### src/rtl/pio_pkg.sv
package pio_pkg;
  localparam int unsigned DW    = 8;
  localparam int unsigned AW    = 2;
  localparam int unsigned SELW  = $clog2(DW);
  localparam int unsigned HALF  = DW / 2;

  typedef enum logic [AW-1:0] {
    SEL_A   = 2'd0,
    SEL_B   = 2'd1,
    SEL_C   = 2'd2,
    SEL_CTL = 2'd3
  } reg_sel_e;

  // direction-word bit positions (1 = input)
  localparam int unsigned MB_KIND = 7;
  localparam int unsigned MB_A_IN = 4;
  localparam int unsigned MB_CH_IN = 3;
  localparam int unsigned MB_B_IN = 1;
  localparam int unsigned MB_CL_IN = 0;

  typedef struct packed {
    logic a_in;
    logic b_in;
    logic ch_in;
    logic cl_in;
  } dir_t;

  localparam dir_t DIR_RST = '{a_in: 1'b1, b_in: 1'b1, ch_in: 1'b1, cl_in: 1'b1};
endpackage

### src/rtl/pio_ctrl.sv
module pio_ctrl
  import pio_pkg::*;
(
  input  logic            clk_i,
  input  logic            rst_ni,
  input  logic            wr_i,
  input  logic [DW-1:0]   wdata_i,
  output dir_t            dir_o,
  output logic            clr_o,
  output logic            bit_wr_o,
  output logic [SELW-1:0] bit_sel_o,
  output logic            bit_val_o
);
  logic is_dir;
  assign is_dir    = wdata_i[MB_KIND];
  assign clr_o     = wr_i & is_dir;
  assign bit_wr_o  = wr_i & ~is_dir;
  assign bit_sel_o = wdata_i[SELW:1];
  assign bit_val_o = wdata_i[0];

  always_ff @(posedge clk_i or negedge rst_ni) begin
    if (!rst_ni) begin
      dir_o <= DIR_RST;
    end else if (clr_o) begin
      dir_o.a_in  <= wdata_i[MB_A_IN];
      dir_o.b_in  <= wdata_i[MB_B_IN];
      dir_o.ch_in <= wdata_i[MB_CH_IN];
      dir_o.cl_in <= wdata_i[MB_CL_IN];
    end
  end
endmodule

### src/rtl/pio_port_reg.sv
module pio_port_reg #(
  parameter int unsigned W       = 8,
  parameter bit          BIT_CMD = 1'b0,
  localparam int unsigned SW     = $clog2(W)
) (
  input  logic          clk_i,
  input  logic          rst_ni,
  input  logic          clr_i,
  input  logic          wr_i,
  input  logic [W-1:0]  wdata_i,
  input  logic          bit_wr_i,
  input  logic [SW-1:0] bit_sel_i,
  input  logic          bit_val_i,
  output logic [W-1:0]  q_o
);
  logic [W-1:0] nxt;

  generate
    if (BIT_CMD) begin : g_bit
      always_comb begin
        nxt = q_o;
        if (clr_i)         nxt = '0;
        else if (wr_i)     nxt = wdata_i;
        else if (bit_wr_i) nxt[bit_sel_i] = bit_val_i;
      end
    end else begin : g_plain
      logic unused_bit;
      assign unused_bit = bit_wr_i ^ bit_val_i ^ (^bit_sel_i);
      always_comb begin
        nxt = q_o;
        if (clr_i)     nxt = '0;
        else if (wr_i) nxt = wdata_i;
      end
    end
  endgenerate

  always_ff @(posedge clk_i or negedge rst_ni) begin
    if (!rst_ni) q_o <= '0;
    else         q_o <= nxt;
  end
endmodule

### src/rtl/pio_in_sample.sv
module pio_in_sample #(
  parameter int unsigned W = 24
) (
  input  logic         clk_i,
  input  logic         rst_ni,
  input  logic [W-1:0] pins_i,
  output logic [W-1:0] smp_o
);
  always_ff @(posedge clk_i or negedge rst_ni) begin
    if (!rst_ni) smp_o <= '0;
    else         smp_o <= pins_i;
  end
endmodule

### src/rtl/tri_port_pio.sv
module tri_port_pio
  import pio_pkg::*;
(
  input  logic          clk_i,
  input  logic          rst_ni,
  input  logic          cs_i,
  input  logic          rd_i,
  input  logic          wr_i,
  input  logic [AW-1:0] addr_i,
  input  logic [DW-1:0] wdata_i,
  output logic [DW-1:0] rdata_o,
  input  logic [DW-1:0] pa_i,
  output logic [DW-1:0] pa_o,
  output logic [DW-1:0] pa_oe_o,
  input  logic [DW-1:0] pb_i,
  output logic [DW-1:0] pb_o,
  output logic [DW-1:0] pb_oe_o,
  input  logic [DW-1:0] pc_i,
  output logic [DW-1:0] pc_o,
  output logic [DW-1:0] pc_oe_o
);
  localparam int unsigned NPORT = 3;

  reg_sel_e         sel;
  logic             wr_en, rd_en;
  logic [NPORT-1:0] port_wr;
  dir_t             dir;
  logic             clr;
  logic             bit_wr;
  logic [SELW-1:0]  bit_sel;
  logic             bit_val;
  logic [DW-1:0]    q [NPORT];
  logic [NPORT*DW-1:0] smp;
  logic [DW-1:0]    a_smp, b_smp, c_smp;
  logic [DW-1:0]    c_in_mask;

  assign sel   = reg_sel_e'(addr_i);
  assign wr_en = cs_i & wr_i;
  assign rd_en = cs_i & rd_i;

  pio_ctrl u_ctrl (
    .clk_i     (clk_i),
    .rst_ni    (rst_ni),
    .wr_i      (wr_en && sel == SEL_CTL),
    .wdata_i   (wdata_i),
    .dir_o     (dir),
    .clr_o     (clr),
    .bit_wr_o  (bit_wr),
    .bit_sel_o (bit_sel),
    .bit_val_o (bit_val)
  );

  for (genvar p = 0; p < NPORT; p++) begin : g_port
    assign port_wr[p] = wr_en && (addr_i == AW'(p));
    pio_port_reg #(
      .W       (DW),
      .BIT_CMD (p == int'(SEL_C))
    ) u_reg (
      .clk_i     (clk_i),
      .rst_ni    (rst_ni),
      .clr_i     (clr),
      .wr_i      (port_wr[p]),
      .wdata_i   (wdata_i),
      .bit_wr_i  (bit_wr),
      .bit_sel_i (bit_sel),
      .bit_val_i (bit_val),
      .q_o       (q[p])
    );
  end

  pio_in_sample #(.W(NPORT*DW)) u_smp (
    .clk_i  (clk_i),
    .rst_ni (rst_ni),
    .pins_i ({pc_i, pb_i, pa_i}),
    .smp_o  (smp)
  );
  assign {c_smp, b_smp, a_smp} = smp;

  assign c_in_mask = {{HALF{dir.ch_in}}, {HALF{dir.cl_in}}};

  assign pa_o    = q[0];
  assign pb_o    = q[1];
  assign pc_o    = q[2];
  assign pa_oe_o = {DW{~dir.a_in}};
  assign pb_oe_o = {DW{~dir.b_in}};
  assign pc_oe_o = ~c_in_mask;

  always_comb begin
    rdata_o = '0;
    if (rd_en) begin
      unique case (sel)
        SEL_A:   rdata_o = dir.a_in ? a_smp : q[0];
        SEL_B:   rdata_o = dir.b_in ? b_smp : q[1];
        SEL_C:   rdata_o = (c_smp & c_in_mask) | (q[2] & ~c_in_mask);
        default: rdata_o = '0;
      endcase
    end
  end
endmodule

### config.mk
export PLATFORM = sky130hd
export DESIGN_NAME = tri_port_pio
export DESIGN_NICKNAME = d
export VERILOG_FILES = /design/src/rtl/pio_pkg.sv /design/src/rtl/pio_ctrl.sv /design/src/rtl/pio_port_reg.sv /design/src/rtl/pio_in_sample.sv /design/src/rtl/tri_port_pio.sv
export SDC_FILE = /design/constraint.sdc
export NUM_CORES = 1
export LEC_CHECK = 0
export CAP_MARGIN = 30
export CORE_MARGIN = 2
export CORE_UTILIZATION = 46
export CTS_BUF_LIST = sky130_fd_sc_hd__clkbuf_8
export DETAILED_ROUTE_END_ITERATION = 16
export GPL_TIMING_DRIVEN = 1
export PLACE_DENSITY = 0.89
export SLEW_MARGIN = 20
export SYNTH_ARGS = -nofsm -noshare
export SYNTH_HDL_FRONTEND = slang
export SYNTH_SLANG_ARGS = --single-unit
### constraint.sdc
create_clock -name clk_i -period 1.85 [get_ports clk_i]
set_input_delay 0.2775 -clock clk_i [delete_from_list [all_inputs] [get_ports clk_i]]
set_output_delay 0.2775 -clock clk_i [all_outputs]
set_load 0.01 [all_outputs]
# Yosys cells after proc, flatten, opt, wreduce, memory -nomap -nowiden
# Cells that the tools add are included.
[word_totals]
reg_bits = 52
latch_bits = 0
ramBits = 0
romBits = 0
elab_cells = 47
memories = 0
[op_classes]
addsub = 0
n_mul = 0
div = 0
magnitude_cmp = 2
eq_ne = 3
shift = 0
mux = 14
bitwise = 11
n_reduce_logical = 9
[ops]
columns = ["cell", "n"]
rows = [
  ["8-bit two-way mux", 10],
  ["8-bit case mux with 3 select lines", 1],
  ["8-bit bitwise AND", 2],
  ["8-bit bitwise mux", 1],
  ["8-bit NOT", 1],
  ["8-bit bitwise OR", 1],
  ["1-bit logical AND", 5],
  ["1-bit bitwise AND", 4],
  ["2-bit equality test (second input constant)", 2],
  ["3-bit by 4-bit < comparator with 1-bit output (second input constant)", 1],
  ["2-bit nonzero test", 2],
  ["1-bit demux with 3-bit select", 1],
  ["3-bit by 1-bit >= comparator with 1-bit output (second input constant)", 1],
  ["1-bit NOT", 3],
  ["3-bit nonzero test", 1],
  ["2-bit by 1-bit equality test with 1-bit output (second input constant)", 1],
  ["2-bit logical NOT", 1],
  ["1-bit two-way mux", 1],
]

# Depth between registers and ports, before layout
[depth]
ltp_word = 8
depth_mapped = 6
depth_no_buf = 3

# Cells and area by module
# A second synthesis with hierarchy kept.
[unflattened]
hier_cells = 228
area_unflattened_um2 = 2638.8
[modules_own_cells]
columns = ["mod", "n_inst", "cells_per_inst", "area_per_inst_um2", "seq_area_each_um2"]
rows = [
  ["tri_port_pio", 1, 86, 673.1, 0.0],
  ["pio_port_reg at g_port[0].u_reg ...", 2, 26, 325.3, 200.2],
  ["pio_in_sample", 1, 24, 600.6, 600.6],
  ["pio_port_reg at g_port[2].u_reg", 1, 51, 500.5, 200.2],
  ["pio_ctrl", 1, 15, 214.0, 105.1],
]

# Worst setup path before layout
# OpenSTA, ideal clock, no wires.
[synth_timing]
path_kind = "flip-flop to output port"
startpoint = "register u_ctrl.dir_o[0] (netlist name)"
endpoint = "output port rdata_o[3]"
arrival_time_ns = 1.354
t_required_ns = 1.572
path_slack_ns = 0.218
path_stages_with_launch = 5
path_buffers = 1
path_cell_list = "dfstp_2 > clkbuf_1 > mux2_2 > a22oi_1 > a21oi_1"
[synth_between]
elab_chain_len = 5
[synth_lines]
columns = ["item", "line_no", "source"]
rows = [
  ["from (decl)", "pio_ctrl.sv:8", "output dir_t dir_o,"],
  ["8-bit NOT", "tri_port_pio.sv:94", "SEL_C: rdata_o = (c_smp & c_in_mask) | (q[2] & ~c_in_mask);"],
  ["8-bit bitwise AND", "tri_port_pio.sv:94", ""],
  ["8-bit bitwise OR *", "tri_port_pio.sv:94", ""],
  ["8-bit case mux with 3 select lines *", "tri_port_pio.sv:91", "unique case (sel)"],
  ["8-bit two-way mux *", "tri_port_pio.sv:90", "if (rd_en) begin"],
  ["to (decl)", "tri_port_pio.sv:11", "output logic [DW-1:0] rdata_o,"],
]
# Every way passes the cells marked *; elsewhere a longest branch is shown, timed or not.

# Worst setup path in the final report
[layout_timing]
startpoint = "register u_ctrl.dir_o[3] (netlist name)"
endpoint = "output port rdata_o[1]"
[layout_between]
elab_chain_len = 3
[layout_lines]
columns = ["item", "line_no", "source"]
rows = [
  ["8-bit two-way mux", "tri_port_pio.sv:92", "SEL_A: rdata_o = dir.a_in ? a_smp : q[0];"],
  ["8-bit case mux with 3 select lines", "tri_port_pio.sv:91", ""],
  ["8-bit two-way mux", "tri_port_pio.sv:90", ""],
]
# No other way between the ends.

==> reports/results.md <==
• final wirelength: 7150 um
• maximum number of pins on one net before global-route repair: 26
• fill cell total of the finished layout: 394
• outcome: finished with violations
• highest clock rate: 0.494 GHz
• count of synthesis-stage warnings from yosys: 0
• slew at the pin with the worst max-slew slack: 0.361 ns
• maximum buffer depth of the clock tree: 2
• number of cells produced by synthesis: 238
• dominant register cell in the synthesized netlist: sky130_fd_sc_hd__dfrtp_1
• endpoints failing hold: 0
• via count of the first global-routing pass: 2,195
• number of antenna cells inserted: 0
• fraction of layout cells with a size suffix above 1: 0.279
• count of unique library cells instantiated by Yosys: 42
• fraction of the yosys area taken by sequential cells: 0.499
• total of flip-flops plus latches after synthesis: 52
• register-to-register path setup slack: 0.85 ns
• nature of the critical path endpoint: output port
• crit path kind: reg2out
• fraction of the mapped netlist area in compound gates: 0.114
• final setup slack of the worst path: -0.173 ns
• mean number of vias per cell: 5.37
• Cell Area, Synth: 0.00262 mm2
• count of boundary I/O pins: 95
• leading cell types by total area after synthesis: sky130_fd_sc_hd__dfrtp_1, sky130_fd_sc_hd__mux2i_1, sky130_fd_sc_hd__buf_4
• Starting Density: 0.475
• unrepaired setup endpoints after global routing: yes
• multiplexer share of the synthesized area: 0.166
• area overhead of the layout relative to synthesis: 47.2%
• number of violations reported at the end of detailed-routing iteration 0: 180
• standard-cell row count: 27
• wire length of the first global-routing pass: 11,000 um
• DRC errors left: 0
• Clock H-tree levels: 2
• largest area contributor in the synthesized netlist: sky130_fd_sc_hd__dfrtp_1
• grt total ovfl: 0
• required time at the worst-slack endpoint: 1.57 ns
• share of flip-flops with an asynchronous set or reset after synthesis: 1.00
• basic-gate share of the synthesized area counting and, or, nand and nor cells: 0.112
• startpoint types: flip-flop
• path class of the lowest-slack min-delay path: in2reg
• leakage dissipation: 1.72 nW
• final-layout worst hold slack: 0.397 ns
• number of vias in the routed layout: 2,213
• Post-layout nets: 378
• number of nets with antenna violations after detailed routing: 0
• worst slew slack as a fraction of its limit: 0.759
• area of the die: 0.00631 mm2
• initial antenna violation count: 0
• number of CTS-inserted buffers: 5
• fraction of synthesized cell area taken by the top area cell type: 0.459
• total area of multi-input combinational cells: 0.00114 mm2
• FF+latch area: 0.00131 mm2
• setup TNS: -1.04 ns
• detailed placer's ending HPWL: 5180 um
• number of buffers added on ports: 94
• source-to-sink clock delay at the later pin of the worst-skew pair: 0.31 ns
• Clock Root Buffer: sky130_fd_sc_hd__clkbuf_8
• Post-synth EDFFs: 0
• area share of xor/xnor cells in the synthesized design: 0
• max-slew violation count: 0
• core outline area: 0.00551 mm2
• time the final worst path needs with I/O delays and setup: 2.02 ns
• total clock sinks: 52
• average instance area after synthesis: 11.0 um2
• main combinational cell family by area after synthesis: multiplexers
• Placer Congestion: 0.880
• Tcrit/Tclk final: 1.09
• area share of fa/ha/maj cells after synthesis: 0
• clock tree from TritonCTS: yes
• Final Setup Violations: 8
• post-layout utilization of the core: 0.700
• overall routing resource usage: 0.231
• maximum vdd ir drop: 0.604 mV
• first-pass iteration count of the detailed router: 4
• clock edge transition at the registers on the reported setup and hold paths: 0.09 ns
• max-cap violation count: 0
• Die Height: 79.4 um
• data arrival time of the critical path: 1.75 ns
• peak fanout along the critical path: 6
• wire length per cell after detailed routing: 17.4 um
• die width: 79.4 um
• Setup Skew: 0 ns
• power density over cell area: 919 mW/mm2
• violations in the final reports: negative setup slack
• Synthesized Nets: 277
per-layer routing:
layer  vias to the layer above  global-route usage  share of wire
li1                       1016                   -              -
met4                         0              0.0759          0.022
met5                         -                   0              0
met2                       105               0.395           0.50
met3                        16              0.0633          0.069
met1                      1076               0.282           0.40
state kept, by name, summed over array words and instances (netlist names):
name and count:
u_smp.smp_o 24, g_port.u_reg.q_o 24, u_ctrl.dir_o 4
report_power, final:
part / internal, W / switching, W / total, W
clock: 0.000396 / 0.000359 / 0.000755
sequential: 0.00130 / 0.000134 / 0.00143
combinational: 0.000770 / 0.000583 / 0.00135
kinds of logic after synthesis:
group	after synthesis
mux	41
simple gates	55
flops	52
compound gates	47
buf+inv	43
cell usage after synthesis (3+ instances only):
library cell / number
sky130_fd_sc_hd__buf_2: 6
sky130_fd_sc_hd__mux2i_1: 25
sky130_fd_sc_hd__nor2b_1: 3
sky130_fd_sc_hd__a22oi_1: 3
sky130_fd_sc_hd__inv_1: 7
sky130_fd_sc_hd__buf_4: 23
sky130_fd_sc_hd__a2bb2oi_1: 3
sky130_fd_sc_hd__o21ai_0: 6
sky130_fd_sc_hd__nand2_1: 23
sky130_fd_sc_hd__mux2_2: 15
sky130_fd_sc_hd__dfstp_2: 4
sky130_fd_sc_hd__a21oi_1: 19
sky130_fd_sc_hd__o22ai_1: 6
sky130_fd_sc_hd__dfrtp_1: 48
sky130_fd_sc_hd__buf_6: 4
sky130_fd_sc_hd__nor2_1: 10
cell usage in the layout, fill, tap and decap left out, types with 2 or more instances in the layout:
cell type                         count
sky130_fd_sc_hd__mux2i_4              2
sky130_fd_sc_hd__nand2_1             20
sky130_fd_sc_hd__a21oi_2              3
sky130_fd_sc_hd__clkbuf_8             5
sky130_fd_sc_hd__or3b_2               2
sky130_fd_sc_hd__nor2b_1              3
sky130_fd_sc_hd__a31o_2               2
sky130_fd_sc_hd__o22ai_2              3
sky130_fd_sc_hd__mux2i_1             21
sky130_fd_sc_hd__nor2_1              10
sky130_fd_sc_hd__clkdlybuf4s50_1     61
sky130_fd_sc_hd__buf_6                4
sky130_fd_sc_hd__buf_4               28
sky130_fd_sc_hd__dfrtp_1             48
sky130_fd_sc_hd__mux2i_2              2
sky130_fd_sc_hd__dlygate4sd2_1       22
sky130_fd_sc_hd__nand3b_1             2
sky130_fd_sc_hd__nand2b_1             2
sky130_fd_sc_hd__a22oi_2              3
sky130_fd_sc_hd__dlymetal6s2s_1       2
sky130_fd_sc_hd__o22ai_1              3
sky130_fd_sc_hd__buf_2                9
sky130_fd_sc_hd__mux2_4               9
sky130_fd_sc_hd__and3_4               2
sky130_fd_sc_hd__o21ai_0              6
sky130_fd_sc_hd__a21oi_1             16
sky130_fd_sc_hd__nand2_2              3
sky130_fd_sc_hd__nand3_1              2
sky130_fd_sc_hd__inv_1                8
sky130_fd_sc_hd__mux2_2               7
sky130_fd_sc_hd__a2bb2oi_1            3
sky130_fd_sc_hd__buf_12               2
sky130_fd_sc_hd__dfstp_2              4
final timing paths:
kind                                              from                     end  cells past startpoint
max in group asynchronous                       rst_ni         u_smp.smp_o[10]                      3
worst min-delay path                           pa_i[2]          u_smp.smp_o[2]                      1
worst max-delay path                   u_ctrl.dir_o[3]              rdata_o[1]                      5
min in group asynchronous                       rst_ni         u_smp.smp_o[15]                      2
worst max register to register         u_ctrl.dir_o[0]         u_ctrl.dir_o[0]                      3
worst min register to register  g_port[2].u_reg.q_o[5]  g_port[2].u_reg.q_o[5]                      1
area by class of cell:
| cell class | count | share of cell area |
|---|---|---|
| inverters | 8 | 0.00779 |
| multi-input cells | 143 | 0.296 |
| repair buffers | 129 | 0.306 |
| clock buffers | 5 | 0.0179 |
| flip-flops and latches | 52 | 0.339 |
| clock inverters | 3 | 0.0101 |
| well taps | 72 | 0.0234 |
stage by stage:
stage | cells | setup slack, ns | power (W) | cell area, um2
after global placement | 398 | -0.362 | 0.00269 | 3630
after detailed placement | 398 | -0.415 | 0.00273 | 3630
after floorplan | 238 | 0.218 | 0.00209 | 2620
after global routing | 412 | -0.223 | 0.00371 | 3850
after CTS | 412 | -0.106 | 0.00348 | 3780
final | 412 | -0.173 | 0.00354 | 3850
critical path, stage by stage, from the launching register on:
cell,delay (ns)
sky130_fd_sc_hd__dfstp_2,0.64
sky130_fd_sc_hd__buf_4,0.15
sky130_fd_sc_hd__mux2i_1,0.09
sky130_fd_sc_hd__mux2_2,0.29
sky130_fd_sc_hd__o22ai_2,0.12
sky130_fd_sc_hd__buf_2,0.15
repair_timing:
item                       CTS  global route
setup endpoints to repair   30            10
buffers inserted             5             0
hold buffers                 1             0
pin swaps                    6             4
gates resized for setup     67            19
hold endpoints to repair    12             0
(Power assumes the default switching activity.)
